$ cat src/rtl/spi_baud_pkg.sv
package spi_baud_pkg;
  localparam int DIV_W  = 2;
  localparam int BRG_W  = 6;
  localparam int BRG_LO = 4;
  localparam int BRG_HI = 63;
  localparam int DIV_HI = (1 << DIV_W) - 1;
  localparam int PRE_W  = DIV_HI + 1;

  typedef enum logic {
    CALC_IDLE,
    CALC_SEARCH
  } calc_state_e;
endpackage

$ cat src/rtl/baud_calc.sv
module baud_calc
  import spi_baud_pkg::*;
#(
  parameter int RATIO_W = 16
) (
  input  logic               clk,
  input  logic               rst_n,
  input  logic               start,
  input  logic [RATIO_W-1:0] ratio,
  output logic [BRG_W-1:0]   brg,
  output logic [DIV_W-1:0]   div,
  output logic               done
);
  localparam logic [RATIO_W-1:0] FAST_LIM = RATIO_W'(BRG_LO + 1);
  localparam logic [RATIO_W-1:0] SLOW_LIM = RATIO_W'(BRG_HI + 1);

  calc_state_e        state_q, state_d;
  logic [RATIO_W-1:0] ratio_q, ratio_d;
  logic [DIV_W-1:0]   try_q, try_d;
  logic [BRG_W-1:0]   brg_q, brg_d;
  logic [DIV_W-1:0]   div_q, div_d;
  logic               done_q, done_d;
  logic [RATIO_W-1:0] quot;
  logic [RATIO_W-1:0] quot_m1;

  // BRG+1 candidate: ratio / (4 << try) is a shift by try+2
  assign quot    = ratio_q >> ({1'b0, try_q} + 3'd2);
  assign quot_m1 = quot - 1'b1;

  always_comb begin
    state_d = state_q;
    ratio_d = ratio_q;
    try_d   = try_q;
    brg_d   = brg_q;
    div_d   = div_q;
    done_d  = 1'b0;
    case (state_q)
      CALC_IDLE: begin
        if (start) begin
          ratio_d = ratio;
          try_d   = '0;
          state_d = CALC_SEARCH;
        end
      end
      CALC_SEARCH: begin
        if (try_q == '0 && quot < FAST_LIM) begin
          brg_d   = BRG_W'(BRG_LO);
          div_d   = '0;
          done_d  = 1'b1;
          state_d = CALC_IDLE;
        end else if (quot <= SLOW_LIM) begin
          brg_d   = quot_m1[BRG_W-1:0];
          div_d   = try_q;
          done_d  = 1'b1;
          state_d = CALC_IDLE;
        end else if (try_q == DIV_W'(DIV_HI)) begin
          brg_d   = BRG_W'(BRG_HI);
          div_d   = DIV_W'(DIV_HI);
          done_d  = 1'b1;
          state_d = CALC_IDLE;
        end else begin
          try_d = try_q + 1'b1;
        end
      end
      default: state_d = CALC_IDLE;
    endcase
  end

  always_ff @(posedge clk or negedge rst_n) begin
    if (!rst_n) begin
      state_q <= CALC_IDLE;
      ratio_q <= '0;
      try_q   <= '0;
      brg_q   <= BRG_W'(BRG_LO);
      div_q   <= '0;
      done_q  <= 1'b0;
    end else begin
      state_q <= state_d;
      ratio_q <= ratio_d;
      try_q   <= try_d;
      brg_q   <= brg_d;
      div_q   <= div_d;
      done_q  <= done_d;
    end
  end

  assign brg  = brg_q;
  assign div  = div_q;
  assign done = done_q;

  // the even-divider field never leaves its legal range
  p_brg_range_r2: assert property (@(posedge clk) disable iff (!rst_n)
    (brg_q >= BRG_W'(BRG_LO)) && (brg_q <= BRG_W'(BRG_HI)));

  // done is a single-cycle pulse
  p_done_single_r5: assert property (@(posedge clk) disable iff (!rst_n)
    done_q |=> !done_q);

  // a too-fast request lands on the fastest setting
  p_fast_clamp_r3: assert property (@(posedge clk) disable iff (!rst_n)
    (state_q == CALC_SEARCH && try_q == '0 && quot < FAST_LIM)
    |=> (brg_q == BRG_W'(BRG_LO) && div_q == '0 && done_q));

  // a too-slow request lands on the slowest setting
  p_slow_clamp_r4: assert property (@(posedge clk) disable iff (!rst_n)
    (state_q == CALC_SEARCH && try_q == DIV_W'(DIV_HI) && quot > SLOW_LIM)
    |=> (brg_q == BRG_W'(BRG_HI) && div_q == DIV_W'(DIV_HI)));

  // the request held during a search is not replaced
  p_busy_hold_r6: assert property (@(posedge clk) disable iff (!rst_n)
    (state_q == CALC_SEARCH) |=> $stable(ratio_q));
endmodule

$ cat src/rtl/baud_strobe.sv
module baud_strobe
  import spi_baud_pkg::*;
(
  input  logic             clk,
  input  logic             rst_n,
  input  logic             en,
  input  logic             restart,
  input  logic [BRG_W-1:0] brg,
  input  logic [DIV_W-1:0] div,
  output logic             sck_lead,
  output logic             sck_trail
);
  logic [PRE_W-1:0] pre_q, pre_d;
  logic [BRG_W-1:0] cnt_q, cnt_d;
  logic             phase_q, phase_d;
  logic             lead_q, lead_d;
  logic             trail_q, trail_d;
  logic [PRE_W:0]   span;
  logic [PRE_W-1:0] pre_last;
  logic             tick;
  logic             term;

  assign span     = (PRE_W + 1)'(1) << ({1'b0, div} + 3'd1);
  assign pre_last = PRE_W'(span - 1'b1);
  assign tick     = en && (pre_q == pre_last);
  assign term     = tick && (cnt_q == brg);

  always_comb begin
    if (!en || restart) begin
      pre_d   = '0;
      cnt_d   = '0;
      phase_d = 1'b0;
      lead_d  = 1'b0;
      trail_d = 1'b0;
    end else begin
      pre_d   = tick ? '0 : pre_q + 1'b1;
      cnt_d   = term ? '0 : (tick ? cnt_q + 1'b1 : cnt_q);
      phase_d = term ? ~phase_q : phase_q;
      lead_d  = term && !phase_q;
      trail_d = term && phase_q;
    end
  end

  always_ff @(posedge clk or negedge rst_n) begin
    if (!rst_n) begin
      pre_q   <= '0;
      cnt_q   <= '0;
      phase_q <= 1'b0;
      lead_q  <= 1'b0;
      trail_q <= 1'b0;
    end else begin
      pre_q   <= pre_d;
      cnt_q   <= cnt_d;
      phase_q <= phase_d;
      lead_q  <= lead_d;
      trail_q <= trail_d;
    end
  end

  assign sck_lead  = lead_q;
  assign sck_trail = trail_q;

  // the two edge strobes never coincide
  p_strobe_excl_r7: assert property (@(posedge clk) disable iff (!rst_n)
    !(lead_q && trail_q));

  // a disabled cycle issues no strobe
  p_quiet_off_r8: assert property (@(posedge clk) disable iff (!rst_n)
    !en |=> (!lead_q && !trail_q));

  // a field update suppresses any strobe in the following cycle
  p_restart_quiet_r9: assert property (@(posedge clk) disable iff (!rst_n)
    restart |=> (!lead_q && !trail_q));
endmodule

$ cat src/rtl/spi_baud_gen.sv
module spi_baud_gen
  import spi_baud_pkg::*;
#(
  parameter int RATIO_W = 16
) (
  input  logic               clk,
  input  logic               rst_n,
  input  logic               en,
  input  logic               start,
  input  logic [RATIO_W-1:0] ratio,
  output logic               sck_lead,
  output logic               sck_trail,
  output logic [BRG_W-1:0]   brg,
  output logic [DIV_W-1:0]   div,
  output logic               done
);
  logic [1:0] rst_sync_q;
  logic       rst_int_n;

  always_ff @(posedge clk or negedge rst_n) begin
    if (!rst_n) rst_sync_q <= 2'b00;
    else        rst_sync_q <= {rst_sync_q[0], 1'b1};
  end
  assign rst_int_n = rst_sync_q[1];

  baud_calc #(.RATIO_W(RATIO_W)) u_calc (
    .clk   (clk),
    .rst_n (rst_int_n),
    .start (start),
    .ratio (ratio),
    .brg   (brg),
    .div   (div),
    .done  (done)
  );

  baud_strobe u_strobe (
    .clk       (clk),
    .rst_n     (rst_int_n),
    .en        (en),
    .restart   (done),
    .brg       (brg),
    .div       (div),
    .sck_lead  (sck_lead),
    .sck_trail (sck_trail)
  );
endmodule

$ cat config.mk
export PLATFORM = sky130hd
export DESIGN_NAME = spi_baud_gen
export DESIGN_NICKNAME = d
export VERILOG_FILES = /design/src/rtl/spi_baud_pkg.sv /design/src/rtl/baud_calc.sv /design/src/rtl/baud_strobe.sv /design/src/rtl/spi_baud_gen.sv
export SDC_FILE = /design/constraint.sdc
export NUM_CORES = 1
export LEC_CHECK = 0
export ABC_AREA = 1
export BUFFER_PORTS_ARGS = -buffer_cell sky130_fd_sc_hd__buf_2
export CELL_PAD_IN_SITES_DETAIL_PLACEMENT = 0
export CELL_PAD_IN_SITES_GLOBAL_PLACEMENT = 1
export CORE_UTILIZATION = 38
export CTS_CLUSTER_DIAMETER = 200
export DETAILED_ROUTE_END_ITERATION = 12
export GPL_ROUTABILITY_DRIVEN = 0
export PLACE_DENSITY = 0.77
export SLEW_MARGIN = 20
export SYNTH_ARGS = -nofsm -noshare
export SYNTH_HDL_FRONTEND = slang
export SYNTH_SLANG_ARGS = --single-unit
$ cat constraint.sdc
create_clock -name clk -period 1.27 [get_ports clk]
set_input_delay 0.127 -clock clk [delete_from_list [all_inputs] [get_ports clk]]
set_output_delay 0.127 -clock clk [all_outputs]
set_load 0.05 [all_outputs]
==> flow_summary.ini <==
[cts]
htreeDepth = 2
cts.clk_slew.worst_paths_ns = 0.08
insertion_delay_ns = 0.30
clock-root-buffer = clkbuf_8
cts_buffers = 5
cts_tree = built
clkSinkCount = 41
cts_buffer_depth = 2

[synthesis]
synth_warnings = 0
synth_edf_count = 0
syn_inst = 305
async_reset_ff_share_pct = 100.0
yosysMostFrequentCell = nand2_1
synth_nets = 330
yosys.area.top_type_share_pct = 42.15
synth_area_leaders = dfrtp_1, nand2_1, inv_1
synth_top_cell_by_area = dfrtp_1
synth.cell_area_um2 = 2375
avgSynthCellArea_um2 = 7.786
synth.distinct_cells = 30
synth_seq_cells = 41
synthTopCellsByCount = nand2_1, dfrtp_1, inv_1
seq_area_frac_synth_pct = 43.26
synth_ff_type = dfrtp_1

[timing]
period_needed_ns = 1.742
rsz0062_at_grt = yes
hold_violations = 0
setup_viol = 25
setup_ws_ns = -0.4716
finClkSkew_ns = 0.005570
fin_crit_sh_pct = 137.1
finalMaxSlewViolations = 0
hold_slack_ns = 0.05778
max_freq_mhz = 574.2

[power]
p_total_mw = 9.153
cellPowerDensity_nw_per_um2 = 2639
peakVddDrop_v = 0.001542
p_leak_nw = 1.800

[worst_hold_path]
hold_path_end = u_calc.ratio_q[6]
hold_class = in -> reg
hold_path.startpoint = ratio[6]
holdPathStages = 2

[placement]
io_buffers = 28
placed_cell_area_um2 = 3019
placedCellCount = 455
hpwl_mm = 3.995

[setup_path]
crit_top_cell = nand2_4
rr_startpoint = u_calc.try_q[0]
critPathLaunchType = flip-flop
cp-end-kind = flip-flop
cp_max_fo = 8
crit_required_ns = 1.49
r2r_cells = 12
critPathSlowestCell = dfrtp_2
slowest_delay_ns = 0.48
path_cells = nand2_1 -> nand3_2 -> nand2_2 -> ha_4 -> nand2_4 -> nor2_4 -> nand3_4 -> nand2_4 -> nand2_4 -> nand2_4 -> nand2_1 -> o21ai_1
path_delay_family = simple AND/OR/NAND/NOR gates
path_class = reg -> reg
r2r-end = u_calc.try_q[0]
cp.buffers_inverters = 0
crit_arrival_ns = 1.96
r2r_setup_slack_ns = -0.47

[routing]
first_iter_violations = 86
viasPerCell = 4.705
drt-total-wl_mm = 5.550
wl_per_cell_um = 11.68
ant_nets = 0
drc = 0
num_vias = 2235
first_pass_iters = 4

[global_route]
track_usage_pct = 18.05
grt_pass1_vias = 2070
met2_usage_pct = 33.36
grt_max_degree = 40
antenna_found_initial = 0
globalRouteMet3Util_pct = 3.708
grt_pass1_wl_mm = 8.907
grt_use_met1_pct = 20.53
grt_overflow_total = 0
grt.busiest_layer = met2

[die]
core_area_um2 = 5991
die_h_um = 81.06
rows = 28
die_w_um = 81.06
start_util_pct = 39.64
top_level_ports = 31
dieArea_um2 = 6570

[cells_and_area]
fin_cells = 475
n_antenna_cell = 0
nNetsFinal = 424
design_area_um2 = 3468
drive_gt1_share_pct = 49.75
syn_to_final_growth_pct = 46.05

[status]
violations = negative setup slack
status = complete, but fails checks

[flow_run]
cap_violations = 0
-- through the flow --
step / setup WS (ns) / setup TNS [ns] / util (%)
after floorplan: -0.5015 / -7.328 / -
after global placement: -0.5629 / -7.918 / 50.40
after detailed placement: -0.6079 / -8.784 / 50.40
after CTS: -0.4579 / -6.904 / 55.58
after global routing: -0.5961 / -9.616 / 57.89
final: -0.4716 / -6.985 / 57.89
-- sequential cells by signal, indices dropped and copies added (netlist names) --
signal / cells
u_calc.ratio_q: 14
u_calc.brg: 6
u_strobe.cnt_q: 6
u_strobe.pre_q: 4
rst_sync_q: 2
u_calc.div: 2
u_calc.try_q: 2
u_calc.done: 1
u_calc.state_q: 1
u_strobe.phase_q: 1
u_strobe.sck_lead: 1
u_strobe.sck_trail: 1
-- power by group --
group / switching [mW] / internal, mW
sequential: 0.384 / 1.80
clock: 0.466 / 0.639
combinational: 3.29 / 2.57
-- per-layer routing --
| layer | part of all wire (%) | wire [µm] |
|---|---|---|
| met5 | 0 | 0 |
| met4 | 1.6 | 91 |
| met3 | 3.2 | 176 |
| met2 | 52 | 2891 |
| met1 | 43 | 2390 |
-- placed cells by master, fill, tap and decap left out, drive strengths merged --
cell	n
o21ai	13
o21bai	1
inv	41
buf	89
xor2	4
nor3b	1
nor3	2
clkbuf	7
o211ai	2
mux2	11
bufinv	1
dfrtp	40
nand3	27
dlygate4sd3	1
dfstp	1
nand4	7
nor2	41
clkinvlp	1
conb	1
nand2	95
nor4	2
a21oi	7
ha	5
-- worst register-to-register path: stages, from the launching register on --
cell     delay (ns)
dfrtp_2        0.48
nand2_1        0.14
nand3_2        0.10
nand2_2        0.11
ha_4           0.17
nand2_4        0.06
nor2_4         0.13
nand3_4        0.11
nand2_4        0.13
nand2_4        0.06
nand2_4        0.07
nand2_1        0.05
o21ai_1        0.06
-- worst max-delay path by stage --
stage                               start  cells past startpoint  slack [ns]               to
final                     u_calc.try_q[0]                     12       -0.47  u_calc.try_q[0]
after global routing      u_calc.try_q[0]                     13       -0.60  u_calc.try_q[0]
after CTS                 u_calc.try_q[0]                     14       -0.46  u_calc.try_q[0]
after detailed placement  u_calc.try_q[0]                     13       -0.61    u_calc.brg[5]
after global placement    u_calc.try_q[0]                     13       -0.56    u_calc.brg[5]
after floorplan           u_calc.try_q[0]                     14       -0.50    u_calc.div[1]
-- area by class of cell --
cell class              instances  area (µm²)
clock buffers                   6       82.58
clock inverters                 2       37.54
fillers                       559        2522
inverters                      41       158.9
multi-input cells             219        1410
flip-flops and latches         41        1040
well taps                      75       93.84
repair buffers                 91       645.6
-- logic make-up (layout without fill, tap and decap cells) --
group                    Yosys count  in the layout  share of synthesized area [%]
AO/OA/AOI/OAI                     23             23                          5.638
XOR/XNOR                           4              4                          1.475
adder cells (fa/ha/maj)            5              5                          2.634
buffers and inverters             46            140                          8.430
flip-flops                        41             41                          43.26
multiplexers                      11             11                          5.216
other                              1              1                         0.1579
AND/OR/NAND/NOR                  174            175                          33.19
-- what timing repair did --
item                                    in CTS  in global routing
endpoints found under the setup margin      24                 25
pin swaps                                   16                 16
hold buffers                                 1                  0
gates resized for setup                     34                 33
cloned                                       1                  0
buffers inserted                             6                  4
endpoints found under the hold margin        2                  0
Note: power is estimated with default switching activity, not from simulation.
